## config.mk

```make
export PLATFORM = sky130hd
export DESIGN_NAME = irq_level_router
export DESIGN_NICKNAME = d
export VERILOG_FILES = /design/src/rtl/irq_router_pkg.sv /design/src/rtl/irq_table_latch.sv /design/src/rtl/irq_nmi_stretch.sv /design/src/rtl/irq_pending.sv /design/src/rtl/irq_prio_enc.sv /design/src/rtl/irq_level_router.sv
export SDC_FILE = /design/constraint.sdc
export NUM_CORES = 1
export LEC_CHECK = 0
export BUFFER_PORTS_ARGS = -buffer_cell sky130_fd_sc_hd__buf_2
export CAP_MARGIN = 20
export CORE_UTILIZATION = 51
export DETAILED_ROUTE_END_ITERATION = 10
export PLACE_DENSITY_LB_ADDON = 0.15
export SYNTH_ARGS = -nofsm -noshare
export SYNTH_HDL_FRONTEND = slang
export SYNTH_SLANG_ARGS = --single-unit
```

## constraint.sdc

```tcl
create_clock -name clk -period 4.4 [get_ports clk]
set_input_delay 0.66 -clock clk [delete_from_list [all_inputs] [get_ports clk]]
set_output_delay 0.66 -clock clk [all_outputs]
set_load 0.005 [all_outputs]
```

## src/rtl/irq_router_pkg.sv

```systemverilog
package irq_router_pkg;

    localparam int NSRC   = 5;
    localparam int LVL_W  = 3;
    localparam int PEND_W = (1 << LVL_W) - 1;

    localparam int SRC_CTLA = 0;
    localparam int SRC_CTLB = 1;
    localparam int SRC_ETH  = 2;
    localparam int SRC_SER  = 3;
    localparam int SRC_NMI  = 4;

    typedef enum logic {
        TBL_NATIVE = 1'b0,
        TBL_COMPAT = 1'b1
    } table_e;

    typedef enum logic {
        HOLD_IDLE   = 1'b0,
        HOLD_ACTIVE = 1'b1
    } hold_state_e;

    // Level for a source under a table; 0 means the source is not routed.
    function automatic logic [LVL_W-1:0] route_level(input int src, input table_e tbl);
        logic [LVL_W-1:0] lvl;
        lvl = '0;
        unique case (src)
            SRC_CTLA: lvl = (tbl == TBL_COMPAT) ? 3'd1 : 3'd6;
            SRC_CTLB: lvl = 3'd2;
            SRC_ETH:  lvl = (tbl == TBL_COMPAT) ? 3'd0 : 3'd3;
            SRC_SER:  lvl = 3'd4;
            SRC_NMI:  lvl = 3'd7;
            default:  lvl = '0;
        endcase
        return lvl;
    endfunction

endpackage

```

## src/rtl/irq_table_latch.sv

```systemverilog
module irq_table_latch
    import irq_router_pkg::*;
(
    input  logic   clk,
    input  logic   rst_n,
    input  logic   wr_en,
    input  logic   sel_bit,
    output table_e tbl
);

    table_e tbl_q, tbl_d;

    always_ff @(posedge clk or negedge rst_n) begin
        if (!rst_n) tbl_q <= TBL_NATIVE;
        else        tbl_q <= tbl_d;
    end

    always_comb begin
        tbl_d = tbl_q;
        unique case (tbl_q)
            TBL_NATIVE: if (wr_en && sel_bit)  tbl_d = TBL_COMPAT;
            TBL_COMPAT: if (wr_en && !sel_bit) tbl_d = TBL_NATIVE;
            default:    tbl_d = TBL_NATIVE;
        endcase
    end

    assign tbl = tbl_q;

endmodule

```

## src/rtl/irq_nmi_stretch.sv

```systemverilog
module irq_nmi_stretch
    import irq_router_pkg::*;
#(
    parameter int HOLD_TICKS = 100
) (
    input  logic clk,
    input  logic rst_n,
    input  logic trig,
    input  logic tick,
    output logic hold
);

    localparam int CNT_W = $clog2(HOLD_TICKS + 1);
    localparam logic [CNT_W-1:0] LAST = CNT_W'(HOLD_TICKS - 1);

    hold_state_e st_q, st_d;
    logic [CNT_W-1:0] cnt_q, cnt_d;

    always_ff @(posedge clk or negedge rst_n) begin
        if (!rst_n) begin
            st_q  <= HOLD_IDLE;
            cnt_q <= '0;
        end else begin
            st_q  <= st_d;
            cnt_q <= cnt_d;
        end
    end

    always_comb begin
        st_d  = st_q;
        cnt_d = cnt_q;
        unique case (st_q)
            HOLD_IDLE: begin
                if (trig) begin
                    st_d  = HOLD_ACTIVE;
                    cnt_d = '0;
                end
            end
            HOLD_ACTIVE: begin
                if (trig) begin
                    cnt_d = '0;
                end else if (tick) begin
                    if (cnt_q == LAST) begin
                        st_d  = HOLD_IDLE;
                        cnt_d = '0;
                    end else begin
                        cnt_d = cnt_q + 1'b1;
                    end
                end
            end
            default: begin
                st_d  = HOLD_IDLE;
                cnt_d = '0;
            end
        endcase
    end

    assign hold = (st_q == HOLD_ACTIVE);

endmodule

```

## src/rtl/irq_pending.sv

```systemverilog
module irq_pending
    import irq_router_pkg::*;
(
    input  logic              clk,
    input  logic              rst_n,
    input  logic [NSRC-1:0]   src,
    input  table_e            tbl,
    output logic [PEND_W-1:0] pend
);

    logic [NSRC-1:0]   src_q;
    logic [PEND_W-1:0] pend_q;
    logic [LVL_W-1:0]  lvl [NSRC];

    for (genvar g = 0; g < NSRC; g++) begin : g_route
        assign lvl[g] = route_level(g, tbl);
    end

    always_ff @(posedge clk or negedge rst_n) begin
        if (!rst_n) begin
            src_q  <= '0;
            pend_q <= '0;
        end else begin
            src_q <= src;
            for (int i = 0; i < NSRC; i++) begin
                if ((src[i] != src_q[i]) && (lvl[i] != '0)) begin
                    pend_q[lvl[i] - 1'b1] <= src[i];
                end
            end
        end
    end

    assign pend = pend_q;

endmodule

```

## src/rtl/irq_prio_enc.sv

```systemverilog
module irq_prio_enc
    import irq_router_pkg::*;
(
    input  logic [PEND_W-1:0] pend,
    output logic [LVL_W-1:0]  level
);

    always_comb begin
        level = '0;
        for (int i = 0; i < PEND_W; i++) begin
            if (pend[i]) level = LVL_W'(i + 1);
        end
    end

endmodule

```

## src/rtl/irq_level_router.sv

```systemverilog
module irq_level_router
    import irq_router_pkg::*;
#(
    parameter int HOLD_TICKS = 100,
    parameter int PORT_W     = 8,
    parameter int MODE_BIT   = 6
) (
    input  logic              clk,
    input  logic              rst_n,
    input  logic [NSRC-1:0]   irq_req,
    input  logic              nmi_trig,
    input  logic              ms_tick,
    input  logic              port_wr,
    input  logic [PORT_W-1:0] port_data,
    output logic [LVL_W-1:0]  cpu_ipl,
    output logic              slot_irq
);

    table_e            tbl;
    logic              tbl_compat;
    logic              nmi_hold;
    logic [NSRC-1:0]   src_eff;
    logic [PEND_W-1:0] pend_q;
    logic              port_unused;

    assign port_unused = ^port_data;

    irq_table_latch u_table (
        .clk     (clk),
        .rst_n   (rst_n),
        .wr_en   (port_wr),
        .sel_bit (port_data[MODE_BIT]),
        .tbl     (tbl)
    );

    irq_nmi_stretch #(.HOLD_TICKS(HOLD_TICKS)) u_nmi (
        .clk   (clk),
        .rst_n (rst_n),
        .trig  (nmi_trig),
        .tick  (ms_tick),
        .hold  (nmi_hold)
    );

    always_comb begin
        src_eff          = irq_req;
        src_eff[SRC_NMI] = irq_req[SRC_NMI] | nmi_hold;
    end

    irq_pending u_pend (
        .clk   (clk),
        .rst_n (rst_n),
        .src   (src_eff),
        .tbl   (tbl),
        .pend  (pend_q)
    );

    irq_prio_enc u_enc (
        .pend  (pend_q),
        .level (cpu_ipl)
    );

    assign tbl_compat = (tbl == TBL_COMPAT);
    assign slot_irq   = tbl_compat & irq_req[SRC_ETH];

endmodule

```

==> impl_metrics.py <==
metrics = {
    "clock_network": {
        "cts.htree.levels": 1,
        "cts_tree": "built",
        "ctsHoldBuffers": 0,
        "cts.reportedPaths.clkPinSlew_ns": 0.10,
        "cts_resized": 0,
        "root_buffer": "clkbuf_4",
        "cts_buffers": 3,
        "clock_path_buffers": 2,
        "clkLatencyLatePin_ns": 0.29,
        "cts_setup_buffers": 0,
        "cts.sinks": 20,
    },
    "power": {
        "seq_power_share": 0.631,
        "pwr-share-comb": 0.116,
        "p_switching_uw": 80.0,
        "total_power_uw": 325,
        "pwr-share-clk": 0.252,
        "cellPowerDensity_mw_per_mm2": 306,
        "switching_share": 0.246,
        "power_leakage_uw": 0.000469,
        "irDropWorstVdd_v": 0.000250,
        "p_int_uw": 245,
    },
    "global_route": {
        "grt_overflow": 0,
        "grt_pass1_vias": 636,
        "grt_pass1_wl_mm": 2.70,
        "gr-usage-all-layers": 0.193,
        "grt_max_degree": 21,
        "antenna_found_initial": 0,
    },
    "floorplan": {
        "die_w_microns": 45.1,
        "die_area_sq_mm": 0.00204,
        "dieHeight_microns": 45.1,
        "initial_core_util": 0.549,
        "ioPinCount": 22,
        "rows": 15,
        "core_sq_mm": 0.00173,
    },
    "setup_path": {
        "cp-start-kind": "flip-flop",
        "crit_arrival_ns": 1.21,
        "crit_buf_inv": 1,
        "reg2reg_slack_ns": 2.88,
        "critPathSlowestCell": "dfrtp_1",
        "rr_worst_depth": 3,
        "slowest_delay_ns": 0.43,
        "r2r_end": "u_pend.pend[6]",
        "rr_startpoint": "u_nmi.hold",
        "critPathCaptureType": "primary output",
        "cpLargestDelayFamily": "flip-flops",
        "crit_chain": "or3_1, buf_2",
        "cp-startpoint": "u_pend.pend[5]",
        "critPathKind": "reg2out",
        "critical_path.max_fanout": 5,
        "required_ns": 3.74,
    },
    "synth": {
        "syn_area_per_cell_sq_um": 10.2,
        "synth.area.top_cells": "dfrtp_1 53%, a21oi_1 4.7%, o21ai_0 4.2%, ha_1 4.0%, inv_1 3.6%",
        "yosysMostFrequentCell": "dfrtp_1",
        "synth_top_area_frac": 0.528,
        "ys.flop_type": "dfrtp_1",
        "synth_seq_cells": 20,
        "synthDistinctLibCells": 31,
        "yosysSeqAreaShare": 0.528,
        "ys_warn_count": 0,
        "yosys-top-cells-count": "20 x dfrtp_1, 9 x a21oi_1, 9 x inv_1, 9 x nand2_1, 8 x o21ai_0",
        "syn_nets": 114,
        "ys_async_sr_fraction": 1.00,
        "syn-instance-count": 93,
        "syn_area_sq_um": 948,
        "synth.largest_area_cell": "dfrtp_1",
        "synth_edf_count": 0,
    },
    "layout": {
        "fin_util": 0.614,
        "antennaDiodeCount": 0,
        "drive_above_1_share": 0.220,
        "synthToLayoutAreaGrowth_pct": 11.9,
        "nets": 132,
    },
    "routing": {
        "totalWireLength_mm": 1.58,
        "drt_iter0_markers": 19,
        "wl_per_cell_microns": 11.8,
        "routed_via_density": 5.37,
        "dr.pass1.iters": 4,
        "num_vias": 720,
        "drc": 0,
        "ant_nets": 0,
    },
    "sta": {
        "fin_skew_ns": 0.00145,
        "slew-limit-headroom": 0.712,
        "drv_slew": 0,
        "setup_tns_ns": 0,
        "fmax_ghz": 0.536,
        "setup_viol_count_final": 0,
        "worst_pin_slew_ns": 0.432,
        "rsz0062_at_grt": "false",
        "period_needed_ns": 1.87,
        "period_share": 0.424,
        "finalHoldViolCount": 0,
    },
    "place": {
        "post-dp-hpwl_mm": 1.17,
        "io_buffers": 14,
        "place.gp.congestion": 0.797,
    },
    "run": {
        "maxCapViolations": 0,
    },
    "status": {
        "status": "finished clean",
    },
    "worst_hold_path": {
        "min_path_type": "in2async",
    },
}
## worst max-delay path by stage
stage                     endpoint  slack (ns)  depth (start not counted)
floorplan           u_pend.pend[6]        2.76                          3
global placement    u_pend.pend[6]        2.64                          4
detailed placement  u_pend.pend[6]        2.63                          4
CTS                     cpu_ipl[2]        2.52                          2
global route            cpu_ipl[0]        2.47                          4
finish                  cpu_ipl[2]        2.53                          2
## state kept, by name, indices dropped and copies added (netlist names)
register / cells
u_nmi.cnt_q: 7
u_pend.pend: 6
u_pend.src_q: 5
u_nmi.hold: 1
u_table.tbl: 1
## through the flow
step | instances | instance area (sq um) | setup slack [ns] | hold slack (ns)
after floorplan | 93 | 948 | 2.76 | 0.364
after global placement | 131 | 1040 | 2.64 | 0.424
after detailed placement | 131 | 1040 | 2.63 | 0.443
after CTS | 134 | 1060 | 2.52 | 0.300
after global routing | 134 | 1060 | 2.47 | 0.316
final | 134 | 1060 | 2.53 | 0.292
## cells by family after synthesis
family	count (synthesis)	share of synthesized area
AND/OR/NAND/NOR	33	0.201
adder cells (fa/ha/maj)	4	0.0501
AO/OA/AOI/OAI	24	0.150
flip-flops	20	0.528
buffers and inverters	10	0.0475
multiplexers	2	0.0237
## area by class of cell
type	instances	area, sq um
Clock buffer	3	22.5
Sequential cell	20	500
Inverter	9	33.8
Tap cell	25	31.3
Timing Repair Buffer	14	70.1
Multi-Input combinational cell	63	403
Fill cell	156	666
## power by group through the flow
stage / Clock, uW / Sequential, uW / Combinational [uW]
floorplan: 0 / 206 / 22.3
global placement: 0 / 208 / 37.3
detailed placement: 0 / 209 / 38.6
CTS: 86.4 / 205 / 38.6
global route: 92.5 / 206 / 44.4
finish: 81.9 / 205 / 37.8
## metal layers
metal  track usage  wire length, microns
met2         0.310                   753
met5             0                     0
met1         0.237                   742
met3        0.0360                    39
met4         0.127                    44
## cell usage in the layout, fill, tap and decap left out
cell,count
a21o_2,1
a21oi_1,9
a31oi_1,1
a32oi_1,1
and2_1,2
and4_1,1
and4bb_2,1
buf_2,14
clkbuf_4,3
dfrtp_1,20
ha_1,3
inv_1,9
maj3_1,1
mux2_2,2
nand2_1,9
nand2_2,1
nand2b_1,1
nand3_1,3
nand4b_1,1
nand4bb_1,1
nor2_1,5
nor2b_1,1
nor4bb_1,1
o2111ai_1,1
o21ai_0,8
o221ai_1,1
o31ai_1,1
o41ai_1,1
or2_2,1
or3_1,3
or3_2,1
or4_1,1
Power figures use the tool's default switching activity.
